**src/rtl/tlbi_gate_pkg.sv**
```systemverilog
package tlbi_gate_pkg;

  typedef enum logic [1:0] {
    LVL0 = 2'd0,
    LVL1 = 2'd1,
    LVL2 = 2'd2,
    LVL3 = 2'd3
  } exc_lvl_e;

  localparam logic [1:0] HINT_ANY = 2'b00;

  typedef struct packed {
    logic       host_regime;
    logic       inner;
    logic       use_vmid;
    logic       excl_xs;
    logic [1:0] level;
  } inv_attr_t;

  // Fine-grained trap arming for this instruction; the relaxed variant
  // needs the extension present and not exempted by its control bit.
  function automatic logic fine_trap_armed(
    input logic relaxed,
    input logic has_ft,
    input logic has_el3,
    input logic ft_en,
    input logic inst_bit,
    input logic has_hext,
    input logic xctl_on,
    input logic xctl_ftx
  );
    logic base;
    base = has_ft && (!has_el3 || ft_en) && inst_bit;
    if (relaxed) return base && has_hext && (!xctl_on || !xctl_ftx);
    return base;
  endfunction

  // Whether accesses with the extra-strict attribute are left out.
  function automatic logic xattr_skip(
    input logic relaxed,
    input logic at_el1,
    input logic has_x,
    input logic has_hext,
    input logic xctl_on,
    input logic xctl_fnx
  );
    return relaxed || (at_el1 && has_x && has_hext && xctl_on && xctl_fnx);
  endfunction

endpackage

```
**src/rtl/tlbi_perm_tree.sv**
```systemverilog
module tlbi_perm_tree
  import tlbi_gate_pkg::*;
(
  input  exc_lvl_e lvl,
  input  logic     relaxed,
  input  logic     has_xattr,
  input  logic     has_hext,
  input  logic     has_ft,
  input  logic     has_el3,
  input  logic     has_realm,
  input  logic     el2_on,
  input  logic     tlb_trap,
  input  logic     ft_en,
  input  logic     ft_inst,
  input  logic     xctl_on,
  input  logic     xctl_ftx,
  input  logic     host,
  input  logic     ok_el1,
  input  logic     ok_el2,
  output logic     o_undef,
  output logic     o_trap,
  output logic     o_nop,
  output logic     o_issue
);

  logic variant_missing;
  logic coarse_hit;
  logic fine_hit;
  logic target_ok;

  assign variant_missing = relaxed && !has_xattr;
  assign coarse_hit      = el2_on && tlb_trap;
  assign fine_hit        = el2_on && fine_trap_armed(relaxed, has_ft, has_el3, ft_en,
                                                      ft_inst, has_hext, xctl_on, xctl_ftx);
  assign target_ok       = host ? ok_el2 : ok_el1;

  always_comb begin
    o_undef = 1'b0;
    o_trap  = 1'b0;
    o_nop   = 1'b0;
    o_issue = 1'b0;
    if (variant_missing) begin
      o_undef = 1'b1;
    end else begin
      unique case (lvl)
        LVL0: o_undef = 1'b1;
        LVL1: begin
          if (coarse_hit || fine_hit) o_trap  = 1'b1;
          else                        o_issue = 1'b1;
        end
        LVL2: o_issue = 1'b1;
        LVL3: begin
          if (has_realm && !target_ok) o_nop   = 1'b1;
          else                         o_issue = 1'b1;
        end
        default: o_undef = 1'b1;
      endcase
    end
  end

endmodule

```
**src/rtl/tlbi_attr_build.sv**
```systemverilog
module tlbi_attr_build
  import tlbi_gate_pkg::*;
(
  input  exc_lvl_e  lvl,
  input  logic      relaxed,
  input  logic      has_xattr,
  input  logic      has_hext,
  input  logic      el2_on,
  input  logic      bcast,
  input  logic      xctl_on,
  input  logic      xctl_fnx,
  input  logic      host,
  output inv_attr_t attr
);

  logic at_el1;
  logic host_sel;

  assign at_el1   = (lvl == LVL1);
  assign host_sel = !at_el1 && host;

  always_comb begin
    attr.host_regime = host_sel;
    attr.use_vmid    = !host_sel;
    attr.inner       = at_el1 && el2_on && bcast;
    attr.excl_xs     = xattr_skip(relaxed, at_el1, has_xattr, has_hext, xctl_on, xctl_fnx);
    attr.level       = HINT_ANY;
  end

endmodule

```
**src/rtl/tlbi_out_stage.sv**
```systemverilog
module tlbi_out_stage
  import tlbi_gate_pkg::*;
#(
  parameter int OPND_W = 64,
  parameter int EC_W   = 6,
  parameter logic [EC_W-1:0] EC_TRAP = 'h18
) (
  input  logic              clk,
  input  logic              rst_n,
  input  logic              in_valid,
  input  logic              d_undef,
  input  logic              d_trap,
  input  logic              d_nop,
  input  logic              d_issue,
  input  inv_attr_t         d_attr,
  input  logic [OPND_W-1:0] d_operand,
  output logic              q_valid,
  output logic [3:0]        q_outcome,
  output logic [EC_W-1:0]   q_class,
  output inv_attr_t         q_attr,
  output logic [OPND_W-1:0] q_operand
);

  localparam int OUTC_W = 4;

  logic [OUTC_W-1:0] next_outcome;
  logic              take_issue;
  logic              take_trap;

  assign next_outcome = in_valid ? {d_issue, d_nop, d_trap, d_undef} : '0;
  assign take_issue   = in_valid && d_issue;
  assign take_trap    = in_valid && d_trap;

  always_ff @(posedge clk or negedge rst_n) begin
    if (!rst_n) begin
      q_valid   <= 1'b0;
      q_outcome <= '0;
      q_class   <= '0;
      q_attr    <= '0;
      q_operand <= '0;
    end else begin
      q_valid   <= in_valid;
      q_outcome <= next_outcome;
      q_class   <= take_trap ? EC_TRAP : '0;
      q_attr    <= take_issue ? d_attr : '0;
      q_operand <= take_issue ? d_operand : '0;
    end
  end

endmodule

```
**src/rtl/tlbi_range_gate.sv**
```systemverilog
module tlbi_range_gate
  import tlbi_gate_pkg::*;
#(
  parameter int OPND_W = 64,
  parameter int EC_W   = 6,
  parameter logic [EC_W-1:0] EC_TRAP = 'h18
) (
  input  logic              clk,
  input  logic              rst_n,
  input  logic              req_valid,
  input  logic [1:0]        req_el,
  input  logic              req_relaxed,
  input  logic [OPND_W-1:0] req_operand,
  input  logic              feat_xattr,
  input  logic              feat_hypext,
  input  logic              feat_finetrap,
  input  logic              feat_el3,
  input  logic              feat_realm,
  input  logic              el2_on,
  input  logic              ctl_tlb_trap,
  input  logic              ctl_bcast,
  input  logic              ctl_fgt_en,
  input  logic              ctl_fgt_inst,
  input  logic              ctl_xctl_on,
  input  logic              ctl_xctl_fnx,
  input  logic              ctl_xctl_fgtx,
  input  logic              host_mode,
  input  logic              sec_ok_el1,
  input  logic              sec_ok_el2,
  output logic              rsp_valid,
  output logic              rsp_undef,
  output logic              rsp_trap,
  output logic              rsp_nop,
  output logic              rsp_issue,
  output logic [EC_W-1:0]   rsp_class,
  output logic              rsp_host_regime,
  output logic              rsp_inner,
  output logic              rsp_use_vmid,
  output logic              rsp_excl_xs,
  output logic [1:0]        rsp_level,
  output logic [OPND_W-1:0] rsp_operand
);

  exc_lvl_e  lvl;
  logic      dec_undef, dec_trap, dec_nop, dec_issue;
  inv_attr_t dec_attr;
  logic [3:0] q_outcome;
  inv_attr_t  q_attr;

  assign lvl = exc_lvl_e'(req_el);

  tlbi_perm_tree u_perm (
    .lvl       (lvl),
    .relaxed   (req_relaxed),
    .has_xattr (feat_xattr),
    .has_hext  (feat_hypext),
    .has_ft    (feat_finetrap),
    .has_el3   (feat_el3),
    .has_realm (feat_realm),
    .el2_on    (el2_on),
    .tlb_trap  (ctl_tlb_trap),
    .ft_en     (ctl_fgt_en),
    .ft_inst   (ctl_fgt_inst),
    .xctl_on   (ctl_xctl_on),
    .xctl_ftx  (ctl_xctl_fgtx),
    .host      (host_mode),
    .ok_el1    (sec_ok_el1),
    .ok_el2    (sec_ok_el2),
    .o_undef   (dec_undef),
    .o_trap    (dec_trap),
    .o_nop     (dec_nop),
    .o_issue   (dec_issue)
  );

  tlbi_attr_build u_attr (
    .lvl       (lvl),
    .relaxed   (req_relaxed),
    .has_xattr (feat_xattr),
    .has_hext  (feat_hypext),
    .el2_on    (el2_on),
    .bcast     (ctl_bcast),
    .xctl_on   (ctl_xctl_on),
    .xctl_fnx  (ctl_xctl_fnx),
    .host      (host_mode),
    .attr      (dec_attr)
  );

  tlbi_out_stage #(
    .OPND_W  (OPND_W),
    .EC_W    (EC_W),
    .EC_TRAP (EC_TRAP)
  ) u_out (
    .clk       (clk),
    .rst_n     (rst_n),
    .in_valid  (req_valid),
    .d_undef   (dec_undef),
    .d_trap    (dec_trap),
    .d_nop     (dec_nop),
    .d_issue   (dec_issue),
    .d_attr    (dec_attr),
    .d_operand (req_operand),
    .q_valid   (rsp_valid),
    .q_outcome (q_outcome),
    .q_class   (rsp_class),
    .q_attr    (q_attr),
    .q_operand (rsp_operand)
  );

  assign {rsp_issue, rsp_nop, rsp_trap, rsp_undef} = q_outcome;
  assign rsp_host_regime = q_attr.host_regime;
  assign rsp_inner       = q_attr.inner;
  assign rsp_use_vmid    = q_attr.use_vmid;
  assign rsp_excl_xs     = q_attr.excl_xs;
  assign rsp_level       = q_attr.level;

  // Checks on the registered response against the accepted request
  AST_SINGLE_OUTCOME: assert property (@(posedge clk) disable iff (!rst_n)
    rsp_valid |-> $countones({rsp_undef, rsp_trap, rsp_nop, rsp_issue}) == 1);
  AST_IDLE_SILENT: assert property (@(posedge clk) disable iff (!rst_n)
    !rsp_valid |-> ({rsp_undef, rsp_trap, rsp_nop, rsp_issue} == 4'b0 && rsp_operand == '0));
  AST_PULSE_FROM_REQ: assert property (@(posedge clk) disable iff (!rst_n)
    rsp_valid |-> $past(req_valid));
  AST_LVL0_UNDEF: assert property (@(posedge clk) disable iff (!rst_n)
    ($past(rst_n) && $past(req_valid) && $past(req_el) == 2'd0) |-> rsp_undef);
  AST_TRAP_CLASS: assert property (@(posedge clk) disable iff (!rst_n)
    rsp_trap |-> rsp_class == EC_TRAP);
  AST_CLASS_ONLY_TRAP: assert property (@(posedge clk) disable iff (!rst_n)
    !rsp_trap |-> rsp_class == '0);
  AST_RELAXED_EXCL: assert property (@(posedge clk) disable iff (!rst_n)
    (rsp_issue && $past(req_relaxed)) |-> rsp_excl_xs);
  AST_REGIME_VMID: assert property (@(posedge clk) disable iff (!rst_n)
    rsp_issue |-> (rsp_host_regime != rsp_use_vmid));
  AST_HOST_LOCAL: assert property (@(posedge clk) disable iff (!rst_n)
    (rsp_issue && rsp_host_regime) |-> !rsp_inner);
  AST_NOP_ONLY_L3: assert property (@(posedge clk) disable iff (!rst_n)
    rsp_nop |-> $past(req_el) == 2'd3);
  AST_OPND_FWD: assert property (@(posedge clk) disable iff (!rst_n)
    rsp_issue |-> rsp_operand == $past(req_operand));

endmodule

```
**config.mk**
```make
export PLATFORM = sky130hd
export DESIGN_NAME = tlbi_range_gate
export DESIGN_NICKNAME = d
export VERILOG_FILES = /design/src/rtl/tlbi_gate_pkg.sv /design/src/rtl/tlbi_perm_tree.sv /design/src/rtl/tlbi_attr_build.sv /design/src/rtl/tlbi_out_stage.sv /design/src/rtl/tlbi_range_gate.sv
export SDC_FILE = /design/constraint.sdc
export NUM_CORES = 1
export LEC_CHECK = 0
export BUFFER_PORTS_ARGS = -buffer_cell sky130_fd_sc_hd__buf_2
export CAP_MARGIN = 20
export CORE_UTILIZATION = 45
export CTS_CLUSTER_DIAMETER = 150
export DETAILED_ROUTE_END_ITERATION = 6
export PLACE_DENSITY = 0.82
export SETUP_SLACK_MARGIN = 0.1
export SKIP_LAST_GASP = 1
export SYNTH_ARGS = -nofsm -noshare
export SYNTH_HDL_FRONTEND = slang
export SYNTH_SLANG_ARGS = --single-unit
```
**constraint.sdc**
```tcl
create_clock -name clk -period 1.9 [get_ports clk]
set_clock_uncertainty 0.15 [all_clocks]
set_input_delay 0.285 -clock clk [delete_from_list [all_inputs] [get_ports clk]]
set_output_delay 0.285 -clock clk [all_outputs]
set_load 0.005 [all_outputs]
```
==> impl_metrics.json, run 1 <==
{
  "crit_required_ns": 1.98,
  "drive_above_1_share_pct": 54.21,
  "syn_inst": 190,
  "rows": 27,
  "p_per_area_mw_per_mm2": 970.4,
  "wl_um": 6129,
  "maxCapViolations": 0,
  "initial_utilization_pct": 46.97,
  "grt_pass1_wl_um": 9563,
  "num_vias": 2020,
  "arrival_ns": 1.55,
  "cp-start-kind": "primary input",
  "postLayoutCellArea_mm2": 0.003722,
  "wire_per_inst_um": 14.32,
  "clk_path_buf_depth": 2,
  "avgSynthCellArea_um2": 13.61,
  "syn_area_mm2": 0.002586,
  "synth.distinct_cells": 28,
  "seqPwrFrac_pct": 45.5,
  "core_area_mm2": 0.005507,
  "drt-initial-drc-count": 108,
  "place_congestion": 0.6865,
  "syn_to_final_growth_pct": 43.93,
  "chipWidth_um": 77.81,
  "ir_worst_vdd_v": 0.0004310,
  "post-route-period-util_pct": 77.43,
  "via_per_inst": 4.720,
  "io_pins": 167,
  "leakagePower_nw": 2.365,
  "ys_seq_elements": 73,
  "clkSinkCount": 73,
  "pwr-share-clk_pct": 44.9,
  "cts_tree": "done",
  "n_fill_cell": 409,
  "antenna_found_initial": 0,
  "path_class": "in2reg",
  "p_int_w": 0.002852,
  "diodes": 0,
  "cts_resized": 0,
  "final_nets": 437,
  "switching_share_pct": 21.05,
  "hold_buffers": 2,
  "die_h_um": 77.81,
  "holdCritPathClass": "in2reg",
  "seq_area_frac_synth_pct": 70.63,
  "power_w": 0.003612,
  "comb_power_share_pct": 9.6,
  "rsz0062_at_grt": "false",
  "grt_start_max_net_pins": 68,
  "multi_input_area_um2": 621.8,
  "post-dp-hpwl_um": 4278,
  "final_util_pct": 67.60,
  "clk_pin_slew_ns": 0.08,
  "seq_area_mm2": 0.001827,
  "yosysWarnings": 0,
  "drtPass1Iterations": 4,
  "finalSetupViolCount": 0,
  "numCtsBuffers": 9,
  "htreeDepth": 3,
  "min_period_ns": 1.471,
  "grt_pass1_vias": 2013,
  "fin_tns_setup_ns": 0,
  "grt_usage_pct": 21.52,
  "grt.overflow.total": 0,
  "outcome": "completed",
  "switchingPower_w": 0.0007605,
  "drcViolationCount": 0,
  "max_freq_mhz": 679.8,
  "root_buffer": "clkbuf_8",
  "slew_viol_final": 0,
  "place_area_mm2": 0.003417,
  "final-hold-violation-count": 0,
  "end_kind": "flip-flop",
  "antenna_left": 0,
  "die-area_mm2": 0.006054,
  "critPathMaxFanout": 26,
  "numPortBuffers": 160,
  "post_cts_buffers": 0
}
per-stage QoR:
step | std cells | hold WS, ns | setup slack, ns
after floorplan | 195 | -0.1606 | 0.2331
after global placement | 409 | 0.09516 | 0.1150
after detailed placement | 409 | 0.1071 | 0.08675
after CTS | 427 | 0.003777 | 0.4576
after global routing | 428 | 0.0006203 | 0.4211
final | 428 | 0.02053 | 0.4289
synth_stat cells:
library cell / instances / area (um^2)
dfrtp_1: 73 / 1827
buf_4: 9 / 67.56
and2_1: 2 / 12.51
nor3_1: 1 / 5.000
buf_2: 3 / 15.01
buf_6: 4 / 45.04
a21oi_2: 1 / 8.760
nor2b_1: 1 / 6.260
nor2_1: 2 / 7.510
nand4_1: 2 / 12.51
nand2_1: 3 / 11.26
clkbuf_1: 6 / 22.52
a31oi_1: 1 / 6.260
and4_1: 1 / 8.760
a21oi_1: 1 / 5.000
o21ai_0: 1 / 5.000
nand2b_2: 1 / 8.760
nand3_1: 1 / 5.000
o211a_1: 1 / 10.01
mux2i_1: 1 / 10.01
conb_1: 1 / 3.750
or4b_4: 1 / 13.76
a221oi_2: 1 / 15.01
or2_2: 1 / 6.260
nand2b_1: 2 / 12.51
and3_2: 7 / 52.55
and3_1: 60 / 375.4
inv_1: 2 / 7.510
per-layer routing:
| layer | global-route usage (%) | routed length [um] | vias up |
|---|---|---|---|
| met1 | 24.02 | 2324 | 946 |
| met4 | 10.19 | 91 | 0 |
| met2 | 37.52 | 3216 | 108 |
| met3 | 6.353 | 496 | 8 |
| li1 | - | - | 958 |
| met5 | 0 | 0 | - |
critical path, cell delays in order:
cell	delay, ns
buf_2	0.07
nand2b_1	0.09
a31oi_1	0.11
or4b_4	0.52
buf_4	0.23
and3_2	0.23
cells in the final DEF, fill, tap and decap left out, types with 2 or more instances in the layout:
| master | n |
|---|---|
| bufinv_16 | 4 |
| and3_1 | 60 |
| nand2b_1 | 2 |
| and3_2 | 7 |
| dlygate4sd3_1 | 3 |
| buf_2 | 159 |
| dfrtp_1 | 73 |
| clkbuf_8 | 10 |
| buf_12 | 3 |
| nor2_1 | 2 |
| conb_1 | 6 |
| inv_1 | 2 |
| nand2_1 | 3 |
| buf_4 | 2 |
| nand4_1 | 2 |
flip-flops by register name (all words and copies together), names as in the netlist:
register / count
u_out.q_outcome: 4
u_out.q_valid: 1
u_out.q_operand: 64
u_out.q_attr: 4
area by class of cell:
type / count / area share (%)
sequential: 73 / 49.08
timing repair buffer: 167 / 24.20
multi-input combinational: 98 / 16.71
clock buffer: 10 / 3.697
clock inverter: 6 / 3.697
tap: 72 / 2.420
inverter: 2 / 0.2017
worst paths after layout:
path,end,slack [ns],start,cells past startpoint
setup / recovery,u_out.q_operand[2]$_DFF_PN0_,0.43,ctl_fgt_en,6
hold / removal,u_out.q_operand[48]$_DFF_PN0_,0.02,req_operand[48],2
max in group asynchronous,u_out.q_operand[25]$_DFF_PN0_,0.77,rst_n,3
min in group asynchronous,u_out.q_operand[10]$_DFF_PN0_,0.28,rst_n,2
power groups by stage:
stage	Combinational, W	Clock, W	Sequential, W
after detailed placement	0.000345	0	0.00167
final	0.000346	0.00162	0.00164
after floorplan	0.000121	0	0.00169
after global placement	0.000334	0	0.00167
after CTS	0.000350	0.00166	0.00164
after global routing	0.000383	0.00173	0.00165
logic make-up (layout without fill, tap and decap cells):
family	after synthesis	count (layout)	synth area share (%)
and+or+nand+nor	85	85	20.80
DFF	73	73	70.63
buffers and inverters	24	185	6.095
AOI/OAI and AO/OA	6	6	1.935
other	1	6	0.1450
muxes	1	1	0.3870
No activity file was read; power rests on OpenSTA's default activity.
==> run 2, diff against run 1 <==
--- a/config.mk
+++ b/config.mk
@@ -5,12 +5,13 @@
 export SDC_FILE = /design/constraint.sdc
 export NUM_CORES = 1
 export LEC_CHECK = 0
+export ABC_AREA = 1
 export BUFFER_PORTS_ARGS = -buffer_cell sky130_fd_sc_hd__buf_2
 export CAP_MARGIN = 20
-export CORE_UTILIZATION = 45
+export CORE_UTILIZATION = 42
 export CTS_CLUSTER_DIAMETER = 150
 export DETAILED_ROUTE_END_ITERATION = 6
-export PLACE_DENSITY = 0.82
+export PLACE_DENSITY = 0.76
 export SETUP_SLACK_MARGIN = 0.1
 export SKIP_LAST_GASP = 1
 export SYNTH_ARGS = -nofsm -noshare
==> constraint.sdc (replaced) <==
create_clock -name clk -period 1.5 [get_ports clk]
set_clock_uncertainty 0.15 [all_clocks]
set_input_delay 0.225 -clock clk [delete_from_list [all_inputs] [get_ports clk]]
set_output_delay 0.225 -clock clk [all_outputs]
set_load 0.005 [all_outputs]
==> run 2 against run 1 <==
Power up 16%. Die area is 8.7% higher. Count of clock-buffer cells in the layout grew 2. First-iteration DRC count fell by 35%. Sequential cell count did not move. Hold slack better by 0.011 ns. Final cell count increased by 34%. Largest power group unchanged.
==> impl_metrics.json, run 2 <==
{
  "registers.top_by_ff_count": "u_out.q_operand",
  "drt-initial-drc-count": 70,
  "syn_to_final_growth_pct": 66.40,
  "path_buf_inv": 1,
  "critPathMaxFanout": 3,
  "num_vias": 2389,
  "die_h_um": 81.12,
  "syn_area_mm2": 0.002629,
  "ys_seq_elements": 73,
  "grt_usage_pct": 21.02,
  "synth_common_cells": "dfrtp_1 (73), inv_1 (73), nor2_1 (66), nand2_1 (16), nor2_2 (9)",
  "cp-start-kind": "flip-flop",
  "grt_pass1_wl_um": 10070,
  "p_int_w": 0.003235,
  "synth-edff-count": 0,
  "finalSetupViolCount": 0,
  "slew_viol_final": 0,
  "crit_chain": "buf_2",
  "seqPwrFrac_pct": 49.6,
  "yosys-top-cells-area": "dfrtp_1 (69%), inv_1 (10%), nor2_1 (9.4%)",
  "numPortBuffers": 160,
  "drtPass1Iterations": 4,
  "async_reset_ff_share_pct": 100.0,
  "cts_resized": 0,
  "pwr-share-clk_pct": 36.6,
  "largest_reg_flops": 64,
  "switching_share_pct": 23.03,
  "max_freq_mhz": 810.1,
  "io_pins": 167,
  "die-area_mm2": 0.006580,
  "rsz0062_at_grt": "false",
  "path_depth": 1,
  "p_per_area_mw_per_mm2": 960.8,
  "numCtsBuffers": 9,
  "final-hold-violation-count": 0,
  "clkSinkCount": 73,
  "switchingPower_w": 0.0009677,
  "drcViolationCount": 0,
  "critPathMaxStageDelay_ns": 0.40,
  "avgSynthCellArea_um2": 10.03,
  "post-dp-hpwl_um": 4161,
  "end_kind": "output port",
  "final_nets": 579,
  "arrival_ns": 0.86,
  "place_congestion": 0.7480,
  "root_buffer": "clkbuf_8",
  "outcome": "completed",
  "wl_um": 6662,
  "cp-startpoint": "u_out.q_outcome[1]$_DFF_PN0_",
  "clk_path_buf_depth": 2,
  "crit_required_ns": 1.12,
  "grt.overflow.total": 0,
  "synth-main-ff-cell": "dfrtp_1",
  "endpoint": "rsp_trap",
  "mostFrequentLayoutCells": "buf_2 (159), inv_1 (73), dfrtp_1 (73), dlygate4sd3_1 (67), nor2_1 (66)",
  "ir_worst_vdd_v": 0.0006858,
  "core_area_mm2": 0.005991,
  "final_util_pct": 73.02,
  "yosysWarnings": 0,
  "grt_pass1_vias": 2309,
  "drive_above_1_share_pct": 38.15,
  "chipWidth_um": 81.12,
  "syn_inst": 262,
  "seq_area_frac_synth_pct": 69.49,
  "fin_tns_setup_ns": 0,
  "mostFrequentLayoutCell": "buf_2",
  "leakagePower_nw": 2.748,
  "clk_pin_slew_ns": 0.07,
  "n_fill_cell": 435,
  "initial_utilization_pct": 43.88,
  "wire_per_inst_um": 11.63,
  "antenna_left": 0,
  "synth.distinct_cells": 17,
  "htreeDepth": 3,
  "path_class": "reg2out",
  "synth_top_cell_area_share_pct": 69.49,
  "yosys.area.top_type": "dfrtp_1",
  "cts_tree": "done",
  "post-route-period-util_pct": 82.29,
  "holdCritPathClass": "in2reg",
  "rows": 28,
  "maxCapViolations": 0,
  "diodes": 0,
  "min_period_ns": 1.234,
  "cp_slowest_cell": "dfrtp_1",
  "antenna_found_initial": 0,
  "reg_top3": "u_out.q_operand (64), u_out.q_attr (4), u_out.q_outcome (4)",
  "comb_power_share_pct": 13.8,
  "via_per_inst": 4.169,
  "cp_top_family": "flip-flops",
  "grt_start_max_net_pins": 74
}
[run 2: cell types whose count changed after synthesis, sizes merged, moves of 2 or more]
cell	previous run	this run
nor2	2	75
inv	2	74
and3	67	1
nand2	3	17
clkbuf	6	0
nand2b	3	0
and2	2	0
nand4	2	0
[run 2: final cells by class]
type	instances	area, um^2	area share (%)
flip-flops and latches	73	1827	41.76
inverters	74	277.8	6.350
well taps	75	93.84	2.145
repair buffers	230	1534	35.07
clock inverters	4	51.30	1.173
multi-input cells	105	435.4	9.954
clock buffers	12	155.1	3.547
[run 2: through the flow]
step,std cells,cell area (um^2),total power [W],hold WS (ns),setup slack (ns)
after floorplan,267,2648,0.002292,-0.2206,0.2666
after global placement,490,3497,0.002549,0.1113,0.1491
after detailed placement,490,3497,0.002566,0.1212,0.09773
after CTS,573,4374,0.004261,0.01387,0.2412
after global routing,573,4374,0.004416,0.03572,0.2286
final,573,4374,0.004203,0.03168,0.2657
[run 2: power by group through the flow]
| stage | Sequential, W | Clock, W | Combinational, W |
|---|---|---|---|
| global route | 0.00209 | 0.00167 | 0.000651 |
| detailed placement | 0.00212 | 0 | 0.000444 |
| CTS | 0.00208 | 0.00160 | 0.000579 |
| floorplan | 0.00214 | 0 | 0.000157 |
| finish | 0.00208 | 0.00154 | 0.000580 |
| global placement | 0.00212 | 0 | 0.000432 |
[run 2: kinds of logic after synthesis]
family | after synthesis | share of synthesized area (%)
AND/OR/NAND/NOR | 95 | 14.76
flip-flops | 73 | 69.49
buffers and inverters | 89 | 14.66
other | 1 | 0.1427
AO/OA/AOI/OAI | 4 | 0.9522
[run 2: how the worst min path moves through the flow]
| stage | start | endpoint | slack (ns) | depth (start not counted) |
|---|---|---|---|---|
| after global placement | rst_n | u_out.q_operand[27]$_DFF_PN0_ | 0.11 | 2 |
| after detailed placement | rst_n | u_out.q_operand[27]$_DFF_PN0_ | 0.12 | 2 |
| after global routing | ctl_xctl_fnx | u_out.q_attr[2]$_DFF_PN0_ | 0.04 | 3 |
| after floorplan | rst_n | u_out.q_attr[2]$_DFF_PN0_ | -0.22 | 0 |
| final | req_valid | u_out.q_outcome[2]$_DFF_PN0_ | 0.03 | 3 |
| after CTS | req_valid | u_out.q_outcome[2]$_DFF_PN0_ | 0.01 | 3 |
[run 2: timing repair]
item,4_1_cts,5_1_grt
hold buffers,67,0
endpoints found under the hold margin,139,0
buffers inserted,0,0
[run 2: layer usage]
layer	wire length (um)	share of wire, %	vias up	global-route usage (%)
li1	-	-	1166	-
met1	2446	37	1077	21.49
met2	3507	53	124	38.99
met3	486	7.3	22	5.393
met4	221	3.3	0	11.07
met5	0	0	-	0
==> run 3, diff against run 2 <==
--- a/config.mk
+++ b/config.mk
@@ -5,13 +5,13 @@
 export SDC_FILE = /design/constraint.sdc
 export NUM_CORES = 1
 export LEC_CHECK = 0
-export ABC_AREA = 1
+export ABC_AREA = 0
 export BUFFER_PORTS_ARGS = -buffer_cell sky130_fd_sc_hd__buf_2
 export CAP_MARGIN = 20
-export CORE_UTILIZATION = 42
+export CORE_UTILIZATION = 38
 export CTS_CLUSTER_DIAMETER = 150
 export DETAILED_ROUTE_END_ITERATION = 6
-export PLACE_DENSITY = 0.76
+export PLACE_DENSITY = 0.73
 export SETUP_SLACK_MARGIN = 0.1
 export SKIP_LAST_GASP = 1
 export SYNTH_ARGS = -nofsm -noshare
==> constraint.sdc (replaced) <==
create_clock -name clk -period 1.1 [get_ports clk]
set_clock_uncertainty 0.15 [all_clocks]
set_input_delay 0.165 -clock clk [delete_from_list [all_inputs] [get_ports clk]]
set_output_delay 0.165 -clock clk [all_outputs]
set_load 0.005 [all_outputs]
==> run 3 against run 2 <==
Highest routed layer unchanged. The flow now finishes with violations (DRC, hold timing, setup timing). Setup slack worse by 0.51 ns. Clock power rose by 17%. Sequential power grew 37%. First-iteration DRC count is 36% higher. Largest cell class unchanged. Power grew 31%. Critical path depth up 5. Non-clock buffer count is 13 higher.
==> impl_metrics.json, run 3 (synthesis gave the netlist of run 1 again) <==
{
  "crit_chain": "buf_2 > nand2_1 > a21oi_2 > or4b_4 > buf_12 > and3_2",
  "die_h_um": 84.50,
  "grt_usage_pct": 22.52,
  "io_pins": 167,
  "clk_path_buf_depth": 2,
  "holdCritPathClass": "in2reg",
  "violations": "DRC, hold timing, setup timing",
  "place_congestion": 0.7541,
  "outcome": "complete, but fails checks",
  "critPathMaxFanout": 67,
  "setup_ws_ns": -0.2431,
  "maxCapViolations": 0,
  "clkSinkCount": 73,
  "drtPass1Iterations": 7,
  "hold_slack_ns": -0.02025,
  "hold_buffers": 67,
  "rsz0062_at_grt": "true",
  "grt_use_met1_pct": 23.83,
  "rows": 29,
  "htreeDepth": 3,
  "reg_top3": "u_out.q_operand (64), u_out.q_attr (4), u_out.q_outcome (4)",
  "arrival_ns": 1.42,
  "wire_per_inst_um": 15.24,
  "cp_slowest_cell": "or4b_4",
  "mostFrequentLayoutCell": "buf_2",
  "clk_pin_slew_ns": 0.07,
  "path_depth": 6,
  "end_kind": "flip-flop",
  "cp-start-kind": "primary input",
  "syn_to_final_growth_pct": 69.42,
  "num_vias": 2401,
  "initial_utilization_pct": 40.04,
  "largest_reg_flops": 64,
  "post-route-period-util_pct": 122.1,
  "grt.overflow.total": 0,
  "place_area_mm2": 0.003538,
  "grt_pass1_wl_um": 12050,
  "chipWidth_um": 84.50,
  "grt_busiest_layer": "met2",
  "postLayoutCellArea_mm2": 0.004382,
  "p_per_area_mw_per_mm2": 1252,
  "core_area_mm2": 0.006459,
  "cp-startpoint": "ctl_xctl_on",
  "slew_viol_final": 0,
  "mostFrequentLayoutCells": "buf_2 (159), dfrtp_1 (73), dlygate4sd3_1 (67), and3_1 (60), buf_4 (12)",
  "post-dp-hpwl_um": 4273,
  "grt_pass1_vias": 2492,
  "post_cts_buffers": 0,
  "final_nets": 513,
  "critPathMaxStageDelay_ns": 0.53,
  "grt_start_max_net_pins": 68,
  "max_freq_mhz": 744.5,
  "path_buf_inv": 2,
  "dpl_worst_slack_ns": -0.5638,
  "crit_required_ns": 1.17,
  "finalSetupViolCount": 142,
  "numPortBuffers": 160,
  "wl_um": 7758,
  "min_period_ns": 1.343,
  "diodes": 0,
  "root_buffer": "clkbuf_8",
  "leakagePower_nw": 2.652,
  "numCtsBuffers": 9,
  "path_class": "in2reg",
  "endpoint": "u_out.q_operand[2]$_DFF_PN0_",
  "drcViolationCount": 15,
  "grtUsageMet3_pct": 5.703,
  "gr-usage-met2_pct": 41.76,
  "final-hold-violation-count": 1,
  "drive_above_1_share_pct": 47.22,
  "cts_tree": "done",
  "die-area_mm2": 0.007139,
  "registers.top_by_ff_count": "u_out.q_operand",
  "cp_top_family": "simple AND/OR/NAND/NOR gates",
  "ir_worst_vdd_v": 0.0005190,
  "via_per_inst": 4.717,
  "drt-initial-drc-count": 95,
  "antenna_found_initial": 0,
  "antenna_left": 0
}
==> run 3: cell type report <==
| class | instances | area, um^2 |
|---|---|---|
| sequential | 73 | 1827 |
| clock buffer | 11 | 141.4 |
| clock inverter | 5 | 31.28 |
| timing repair buffer | 243 | 1657 |
| fill | 485 | 2077 |
| tap | 77 | 96.34 |
| multi-input combinational | 98 | 621.8 |
| inverter | 2 | 7.507 |
==> run 3: where the power goes <==
part           internal (W)  switching [W]
registers           0.00281      0.0000365
clock network      0.000872       0.000925
logic              0.000497       0.000344
total               0.00418        0.00131
==> run 3: metal layers <==
metal  up-vias  wire length [um]
met3        21               566
li1       1110                 -
met4         0               223
met2       123              4117
met1      1147              2849
met5         -                 0
==> run 3: worst min path at each step <==
stage                          from                            end  slack (ns)  depth (start not counted)
after global routing      req_el[0]   u_out.q_outcome[0]$_DFF_PN0_       -0.01                          3
final                     req_el[0]   u_out.q_outcome[0]$_DFF_PN0_       -0.02                          3
after floorplan               rst_n      u_out.q_attr[2]$_DFF_PN0_       -0.28                          0
after global placement        rst_n  u_out.q_operand[34]$_DFF_PN0_       -0.11                          1
after detailed placement      rst_n  u_out.q_operand[30]$_DFF_PN0_       -0.11                          1
after CTS                 req_el[0]   u_out.q_outcome[0]$_DFF_PN0_       -0.04                          3
==> run 3: metrics by stage <==
step	std cells	util, %	power, W	setup TNS, ns	hold WS (ns)
2_1_floorplan	195	-	0.003124	-26.97	-0.2806
3_3_place_gp	426	54.79	0.003521	-34.28	-0.1125
3_5_place_dp	426	54.79	0.003536	-35.74	-0.1120
4_1_cts	509	67.84	0.005536	-14.87	-0.03848
5_1_grt	509	67.84	0.005763	-21.45	-0.01446
6_report	509	67.84	0.005485	-16.09	-0.02025
==> run 3: timing repair <==
action | 4_1_cts | 5_1_grt
resized for setup | 0 | 0
setup endpoints to repair | 142 | 142
hold endpoints to repair | 140 | 1
==> run 3: tightest hold or removal path: cells and delay by family <==
family                 cells  cell delay (ns)
and+or+nand+nor            1             0.11
AOI/OAI and AO/OA          1             0.06
buffers and inverters      1             0.10
